[src/rtl/hazard_pkg.sv]
package hazard_pkg;
  localparam int unsigned REG_AW  = 5;
  localparam int unsigned NUM_OPS = 2;

  typedef enum logic [1:0] {
    FWD_RF  = 2'b00,
    FWD_WB  = 2'b01,
    FWD_MEM = 2'b10
  } fwd_sel_e;
endpackage

[src/rtl/hazard_fwd_select.sv]
module hazard_fwd_select
  import hazard_pkg::*;
#(
  parameter int unsigned AW = REG_AW
) (
  input  logic [AW-1:0] rs_i,
  input  logic [AW-1:0] rd_m_i,
  input  logic          wen_m_i,
  input  logic [AW-1:0] rd_w_i,
  input  logic          wen_w_i,
  output fwd_sel_e      sel_o
);
  logic rs_nz, hit_m, hit_w;

  assign rs_nz = |rs_i;
  assign hit_m = rs_nz && wen_m_i && (rs_i == rd_m_i);
  assign hit_w = rs_nz && wen_w_i && (rs_i == rd_w_i);

  // younger result (memory stage) wins
  always_comb begin
    if (hit_m)      sel_o = FWD_MEM;
    else if (hit_w) sel_o = FWD_WB;
    else            sel_o = FWD_RF;
  end

  always_comb begin
    a_r3_x0_from_file: assert (rs_i != '0 || sel_o == FWD_RF);
    a_r4_legal_code: assert (sel_o != 2'b11);
    a_r2_wb_needs_write: assert (sel_o != FWD_WB || (wen_w_i && rd_w_i == rs_i));
    a_r1_mem_needs_write: assert (sel_o != FWD_MEM || (wen_m_i && rd_m_i == rs_i));
  end
endmodule

[src/rtl/hazard_load_use.sv]
module hazard_load_use
  import hazard_pkg::*;
#(
  parameter int unsigned AW   = REG_AW,
  parameter int unsigned NSRC = NUM_OPS
) (
  input  logic [AW-1:0] rs_d_i [NSRC],
  input  logic [AW-1:0] rd_e_i,
  input  logic          load_e_i,
  output logic          hazard_o
);
  logic [NSRC-1:0] match;

  for (genvar g = 0; g < NSRC; g++) begin : g_cmp
    assign match[g] = (rs_d_i[g] == rd_e_i);
  end

  assign hazard_o = load_e_i && (|rd_e_i) && (|match);

  always_comb begin
    a_r6_needs_load: assert (!hazard_o || load_e_i);
    a_r6_no_x0_dep: assert (!hazard_o || rd_e_i != '0);
  end
endmodule

[src/rtl/hazard_ctrl.sv]
module hazard_ctrl (
  input  logic load_use_i,
  input  logic taken_i,
  output logic stall_f_o,
  output logic stall_d_o,
  output logic flush_d_o,
  output logic flush_e_o
);
  logic hold;

  // redirect overrides a pending load-use stall
  assign hold      = load_use_i && !taken_i;
  assign stall_f_o = hold;
  assign stall_d_o = hold;
  assign flush_d_o = taken_i;
  assign flush_e_o = taken_i || load_use_i;

  always_comb begin
    a_r6_stalls_paired: assert (stall_f_o == stall_d_o);
    a_r6_stall_bubbles: assert (!stall_d_o || flush_e_o);
    a_r7_no_stall_on_taken: assert (!taken_i || (!stall_f_o && !stall_d_o));
    a_r8_quiet: assert (load_use_i || taken_i || !(stall_f_o || stall_d_o || flush_d_o || flush_e_o));
  end
endmodule

[src/rtl/hazard_fwd_unit.sv]
module hazard_fwd_unit
  import hazard_pkg::*;
(
  input  logic [REG_AW-1:0] rs1_d_i,
  input  logic [REG_AW-1:0] rs2_d_i,
  input  logic [REG_AW-1:0] rs1_e_i,
  input  logic [REG_AW-1:0] rs2_e_i,
  input  logic [REG_AW-1:0] rd_e_i,
  input  logic              load_e_i,
  input  logic [REG_AW-1:0] rd_m_i,
  input  logic              wen_m_i,
  input  logic [REG_AW-1:0] rd_w_i,
  input  logic              wen_w_i,
  input  logic              taken_e_i,
  output logic [1:0]        fwd_a_o,
  output logic [1:0]        fwd_b_o,
  output logic              stall_f_o,
  output logic              stall_d_o,
  output logic              flush_d_o,
  output logic              flush_e_o
);
  logic [REG_AW-1:0] rs_e  [NUM_OPS];
  logic [REG_AW-1:0] rs_d  [NUM_OPS];
  fwd_sel_e          sel   [NUM_OPS];
  logic              load_use;

  assign rs_e[0] = rs1_e_i;
  assign rs_e[1] = rs2_e_i;
  assign rs_d[0] = rs1_d_i;
  assign rs_d[1] = rs2_d_i;

  for (genvar g = 0; g < NUM_OPS; g++) begin : g_op
    hazard_fwd_select #(.AW(REG_AW)) u_sel (
      .rs_i    (rs_e[g]),
      .rd_m_i  (rd_m_i),
      .wen_m_i (wen_m_i),
      .rd_w_i  (rd_w_i),
      .wen_w_i (wen_w_i),
      .sel_o   (sel[g])
    );
  end

  assign fwd_a_o = sel[0];
  assign fwd_b_o = sel[1];

  hazard_load_use #(.AW(REG_AW), .NSRC(NUM_OPS)) u_lu (
    .rs_d_i   (rs_d),
    .rd_e_i   (rd_e_i),
    .load_e_i (load_e_i),
    .hazard_o (load_use)
  );

  hazard_ctrl u_ctrl (
    .load_use_i (load_use),
    .taken_i    (taken_e_i),
    .stall_f_o  (stall_f_o),
    .stall_d_o  (stall_d_o),
    .flush_d_o  (flush_d_o),
    .flush_e_o  (flush_e_o)
  );

  always_comb begin
    a_r5_same_src_same_sel: assert (rs1_e_i != rs2_e_i || fwd_a_o == fwd_b_o);
    a_r7_taken_flushes: assert (!taken_e_i || (flush_d_o && flush_e_o));
  end
endmodule

[config.mk]
export PLATFORM = sky130hd
export DESIGN_NAME = hazard_fwd_unit
export DESIGN_NICKNAME = d
export VERILOG_FILES = /design/src/rtl/hazard_pkg.sv /design/src/rtl/hazard_fwd_select.sv /design/src/rtl/hazard_load_use.sv /design/src/rtl/hazard_ctrl.sv /design/src/rtl/hazard_fwd_unit.sv
export SDC_FILE = /design/constraint.sdc
export NUM_CORES = 1
export LEC_CHECK = 0
export BUFFER_PORTS_ARGS = -buffer_cell sky130_fd_sc_hd__buf_2
export CAP_MARGIN = 20
export CORE_AREA = 2 2 39 41
export DETAILED_ROUTE_END_ITERATION = 16
export DIE_AREA = 0 0 41 43
export PLACE_DENSITY = 0.77
export SYNTH_ARGS = -nofsm -noshare
export SYNTH_HDL_FRONTEND = slang
export SYNTH_HIERARCHICAL = 1
export SYNTH_SLANG_ARGS = --single-unit
[constraint.sdc]
create_clock -name vclk -period 1.32
set_clock_uncertainty 0.1 [all_clocks]
set_input_delay 0.132 -clock vclk [all_inputs]
set_output_delay 0.132 -clock vclk [all_outputs]
set_load 0.05 [all_outputs]
==> results.txt, run 1 <==
* Die height: 43 um
* Nature of the critical path startpoint: primary input
- The floorplan step defined a die boundary enclosing 1760 sq um.
- Final Hold Fails: 0
* WHS: 0.477 ns
- Cell breakdown of the critical path: buf_8 > or4_4 > o21ai_2 > a21oi_2 > or2_1 > buf_6
* Remaining Overflow, GRT: 0
* Top cell type by total area after synthesis: xnor2_1
- After routing, the total negative slack on setup checks comes to -1.03 ns.
- Outcome: finished with violations
- Hold_sp: taken_e_i
- Synthesis handed over a netlist of 59 instances.
* Cell at the slowest stage of the critical path: or4_4
- Across the run, the number of max-cap violations was 0.
- Once placement finished, the instance area stood at 818 sq um.
* Classification of the worst-slack hold path: in2out
- IR Drop Worst-Case VDD: 0.196 mV
- Counting instances in the post-synthesis netlist gives the leading cell types as 16 x xnor2_1, 14 x xor2_1, 4 x buf_4.
- At the pin with the least slew margin, the transition time is 0.300 ns.
- In this design, the largest share of critical-path delay is due to simple AND/OR/NAND/NOR gates.
* Maximum number of pins on one net before global-route repair: 4
* Crit path required time: 1.09 ns
- Largest stage delay, worst path: 0.53 ns
- Number of nets in the layout: 154
- Setup violations remaining at the end of the flow were counted as 7.
* Number of cell rows: 14
- In the final routed layout, each cell accounts on average for 12.3 um.
- The count of final max-slew check failures is 0.
- PnR worst setup slack: -0.222 ns
- A synthesized cell averages 7.55 sq um.
- The mapped netlist covers 445 sq um.
- In this run the worst path has a maximum fanout of 2.
* Portion of synthesized cell area occupied by the leading cell type: 0.315
- Across every metal layer, demand over resource in global routing totals 0.188.
- The setup path with the least slack is of type in2out.
- Cell depth of the worst min-delay path: 3
- Power density cells: 316 nW/um^2
* Relative max-transition margin: 0.799
- Multi-input combinational cell area: 558 sq um
- Relative to the synthesized area, the layout overhead comes to 125%.
- Number of buffer and inverter stages on the critical path: 2
- Sequential cell area in the final layout: 0 sq um
- For this configuration, the core starts out at a cell density of 0.322.
- Fraction of the core area covered by cells at the end of the flow: 0.725
- Starting DRC count in detailed routing: 1
* Residual antenna-violating net count after detailed routing: 0
* Worst setup startpoint: rd_e_i[3]
* # IOs: 47
- Library cell with the highest instance count after synthesis: xnor2_1
- Number of antenna violations at the first check in global routing: 0
- Yosys attributes the largest share of cell area to xnor2_1 31%, xor2_1 28%, buf_4 6.7%.
* Post-route DRC: 0
- First-pass iteration count of the detailed router: 2
* Total wirelength of the detailed-routed design: 1.59 mm
- After filler insertion, the fill cell instance count of the layout stands at 107.
- The final route contains 624 vias.
* Hold path endpoint: stall_f_o
* ANT cells: 0
- Synthesis Warnings: 6
* Leakage power: 0.433 nW
- The finished cells cover 1000 sq um.
- Global placement routability congestion: 0.650
- Dividing the final minimum period by the clock period gives 1.17.
- CORE AREA: 1380 sq um
* Horizontal die dimension: 41 um
- Detailed placement finished with a half-perimeter wire length of 1.25 mm.
- In the final layout, the share of cells above drive strength 1 is 0.673.
- Setup repair after global routing could not meet its margin everywhere.
- Synthesized net count: 98
- The via count of the first global-routing pass was 658.
* Violated checks: setup timing
* Clock buffer count: 0
- Vias per std cell: 4.84
- Critical path data arrival time: 1.31 ns
* Final min period: 1.54 ns
- The first global-routing pass estimated 2.42 mm of wire.
- Achievable Freq: 0.648 GHz
* Seq cells: 0
* Synth unique cells: 17
* Count of port buffers added during placement: 47
- The worst setup path is captured at an output port.
* Sequential element share of the synthesized area: 0
-- through the flow --
step,std cells,total power (W),setup WS [ns]
3_5_place_dp,127,0.000263,-0.339
3_3_place_gp,127,0.000255,-0.313
4_1_cts,129,0.000300,-0.249
5_1_grt,129,0.000341,-0.293
2_1_floorplan,59,0.000142,-0.163
6_report,129,0.000318,-0.222
-- worst max-delay path by stage --
stage | end | slack, ns | depth (start not counted)
2_1_floorplan | stall_f_o | -0.16 | 6
3_3_place_gp | flush_e_o | -0.31 | 6
3_5_place_dp | flush_e_o | -0.34 | 6
4_1_cts | flush_e_o | -0.25 | 6
5_1_grt | stall_d_o | -0.29 | 8
6_report | flush_e_o | -0.22 | 6
-- cells in the final DEF (no fill, tap or decap) --
cell	n
or4_4	3
nor4_2	1
xnor2_1	15
xor2_1	10
nor4_4	1
nand4_1	2
and3b_1	2
nand3_1	2
nand2_1	2
nor2_4	2
xor2_2	4
or2_1	1
a2111oi_4	2
buf_6	12
nor3_1	1
buf_4	8
o21ai_2	1
nor3_2	1
buf_8	4
nor2b_4	1
buf_2	34
and2_1	2
xnor2_2	1
a21oi_2	1
-- tightest hold or removal path, delay by kind of cell --
kind / cells / cell delay [ns]
and+or+nand+nor: 1 / 0.05
buffers and inverters: 2 / 0.26
-- report_power, final --
group          internal (W)  switching [W]  total [W]
combinational      0.000164       0.000154   0.000318
clock                     0              0          0
sequential                0              0          0
-- layout make-up --
type                       instances  area share
multi-input combinational         55       0.556
timing repair buffer              58       0.424
tap                               16      0.0200
-- cells by family after synthesis --
group,share of synthesized area
XOR/XNOR,0.590
AND/OR/NAND/NOR,0.281
AO/OA/AOI/OAI,0.0618
buffers and inverters,0.0674
-- what timing repair did --
item                                    CTS  global route
gates resized for setup                  35             7
hold buffers                              0             0
buffers inserted                          2             0
gates cloned                              0             0
endpoints found under the setup margin    7             7
pin swaps                                 9             7
-- layer usage --
layer  vias to the layer above  wire length (um)  track usage
li1                        307                 -            -
met1                       277               474        0.187
met2                        40               938        0.394
met3                         0               172       0.0157
met4                         0                 0            0
met5                         -                 0            0
Power figures use the tool's default switching activity.
==> run 2, diff against run 1 <==
- CORE_AREA: 2 2 39 41 -> unset
- CORE_UTILIZATION: unset -> 34
- DIE_AREA: 0 0 41 43 -> unset
- PLACE_DENSITY: 0.77 -> 0.82
- RECOVER_POWER: unset -> 100
- clock period: 1.32 -> 1.3 ns (I/O delays scaled with it)
==> run 2 against run 1 <==
  * The flow still finishes with violations (setup timing)
  * Via count rose by 18%
  * Global-route usage rose by 18 points
  * Critical path depth rose by 2
  * Final area rose by 12%
  * Worst hold slack improved by 0.014 ns
  * Sequential cell count did not move
  * Largest power group unchanged
  * Highest routed layer is now met4
==> results.txt, run 2 (synthesis gave the netlist of run 1 again) <==
* Outcome: finished with violations
* Violated checks: setup timing
- Data on the critical path arrives at its endpoint at 1.47 ns.
- STA classifies the critical path endpoint as an output port.
* Nature of the critical path startpoint: primary input
- Achievable Freq: 0.587 GHz
- Classification of the worst-slack hold path: in2out
- Relative max-transition margin: 0.754
- Part of the total power dissipated in sequential elements: 0
- During placement, the flow inserted port buffers numbering 47.
- VDD sags by at most 0.247 mV.
- Power density cells: 360 nW/um^2
- The final route contains 738 vias.
* First-pass iteration count of the detailed router: 4
* Number of antenna violations at the first check in global routing: 0
* Power Internal: 0.000200 W
* Most common library cell in the layout ignoring fill and taps: buf_2
- The initialized floorplan defines 12 standard-cell rows.
- The count of cells in the finished layout, fillers not included, comes to 126.
* Max Fanout on Critical Path: 3
- Max-capacitance violation count: 0
- Die height: 38.2 um
* Setup-violating endpoint count in the final report: 7
- In the final layout, the share of cells above drive strength 1 is 0.723.
- In the finished design, the share of the clock period the worst path needs comes to 1.31.
- The initial utilization of the core area, before any placement, comes to 0.385.
- The number of placed instances, taps included, is 125.
- Sequential cells placed in the final layout were counted as 0.
- Total wirelength of the detailed-routed design: 3.03 mm
- Post-route DRC: 0
- The number of hold buffers added after CTS was 0.
- The worst setup path is of the in2out kind.
- Detailed-placement wirelength estimate: 1.35 mm
- Actual slew at the worst max-slew pin: 0.366 ns
- Logic gate share of total power: 1.000
- Number of global-route vias before repair: 774
* Commonest non-fill, non-tap cells in the layout: 25 x buf_2, 16 x buf_6, 14 x xnor2_1, 9 x buf_4, 8 x xor2_2
- Maximum number of pins on one net before global-route repair: 4
- For this design the top-level I/O count stands at 47.
- Growth of design area from synthesis to finish: 152%
- Starting DRC count in detailed routing: 14
- Overall routing resource usage: 0.367
- After layout, the minimum clock period comes to 1.70 ns.
- Post-place instance area: 816 sq um
* Final Hold Fails: 0
- Leakage power: 0.465 nW
- Unrepaired setup endpoints after global routing: true
- The first global-routing pass estimated 3.49 mm of wire.
- Final count of pins violating max slew: 0
- Data on the critical path is required at its endpoint by 1.07 ns.
* Remaining Overflow, GRT: 0
- Number of nets in the layout: 153
- Switching power of the nets: 0.000204 W
* Sequential cell area in the final layout: 0 sq um
- Routed length per instance: 24.1 um
- In this run the horizontal extent of the chip is 38.2 um.
- Die Area: 1460 sq um
- The filler cells instantiated in the layout total 18.
* Layout Cell Area excl Fill: 1120 sq um
* ANT cells: 0
* Clock share of power: 0
* PnR worst setup slack: -0.404 ns
- Global placement routability congestion: 0.702
- Cell depth of the worst min-delay path: 3
- In the finished layout, the clock tree contains a buffer count of 0.
* Vias per std cell: 5.86
- Switching fraction of total power: 0.506
- Residual antenna-violating net count after detailed routing: 0
- The core region is 1160 sq um.
==> run 2: cell types whose count changed in the layout (fill, tap and decap cells not counted), sizes merged <==
| cell | before | now |
|---|---|---|
| buf | 58 | 57 |
==> run 2: layout make-up <==
cell class         instances  area, sq um  area share
repair buffers            57          478       0.426
well taps                 14         17.5      0.0156
multi-input cells         55          626       0.558
==> run 2: timing repair <==
action                                  4_1_cts  5_1_grt
pin swaps                                    19        9
setup buffers                                 1        0
resized for setup                            47       16
endpoints found under the setup margin        7        7
==> run 2: power groups by stage <==
stage | Clock (W) | Sequential, W | Combinational (W)
after floorplan | 0 | 0 | 0.000144
after global placement | 0 | 0 | 0.000262
after detailed placement | 0 | 0 | 0.000272
after CTS | 0 | 0 | 0.000333
after global routing | 0 | 0 | 0.000418
final | 0 | 0 | 0.000404
==> run 2: path summary, 6_finish.rpt <==
path | start | end
hold / removal | taken_e_i | stall_d_o
setup / recovery | rd_e_i[0] | stall_f_o
==> run 2: stage by stage <==
stage	TNS, ns	setup WS (ns)	util	total power, W	hold slack (ns)
4_1_cts	-1.17	-0.279	0.886	0.000333	0.480
6_report	-1.84	-0.404	0.970	0.000404	0.491
2_1_floorplan	-0.564	-0.179	-	0.000144	0.222
3_5_place_dp	-2.16	-0.373	0.706	0.000272	0.496
5_1_grt	-2.00	-0.415	0.970	0.000418	0.498
3_3_place_gp	-1.79	-0.312	0.706	0.000262	0.487
==> run 2: per-layer routing <==
| layer | share of wire | up-vias | global-route usage |
|---|---|---|---|
| met5 | 0 | - | 0 |
| met4 | 0.094 | 0 | 0.241 |
| met3 | 0.092 | 26 | 0.0698 |
| met2 | 0.47 | 68 | 0.742 |
| met1 | 0.35 | 343 | 0.311 |
| li1 | - | 301 | - |
==> run 2: critical path: stages <==
cell     delay, ns
buf_8         0.10
buf_6         0.11
xor2_1        0.14
nor3_1        0.28
nand3_1       0.14
a21oi_2       0.18
nor2b_4       0.20
buf_6         0.17
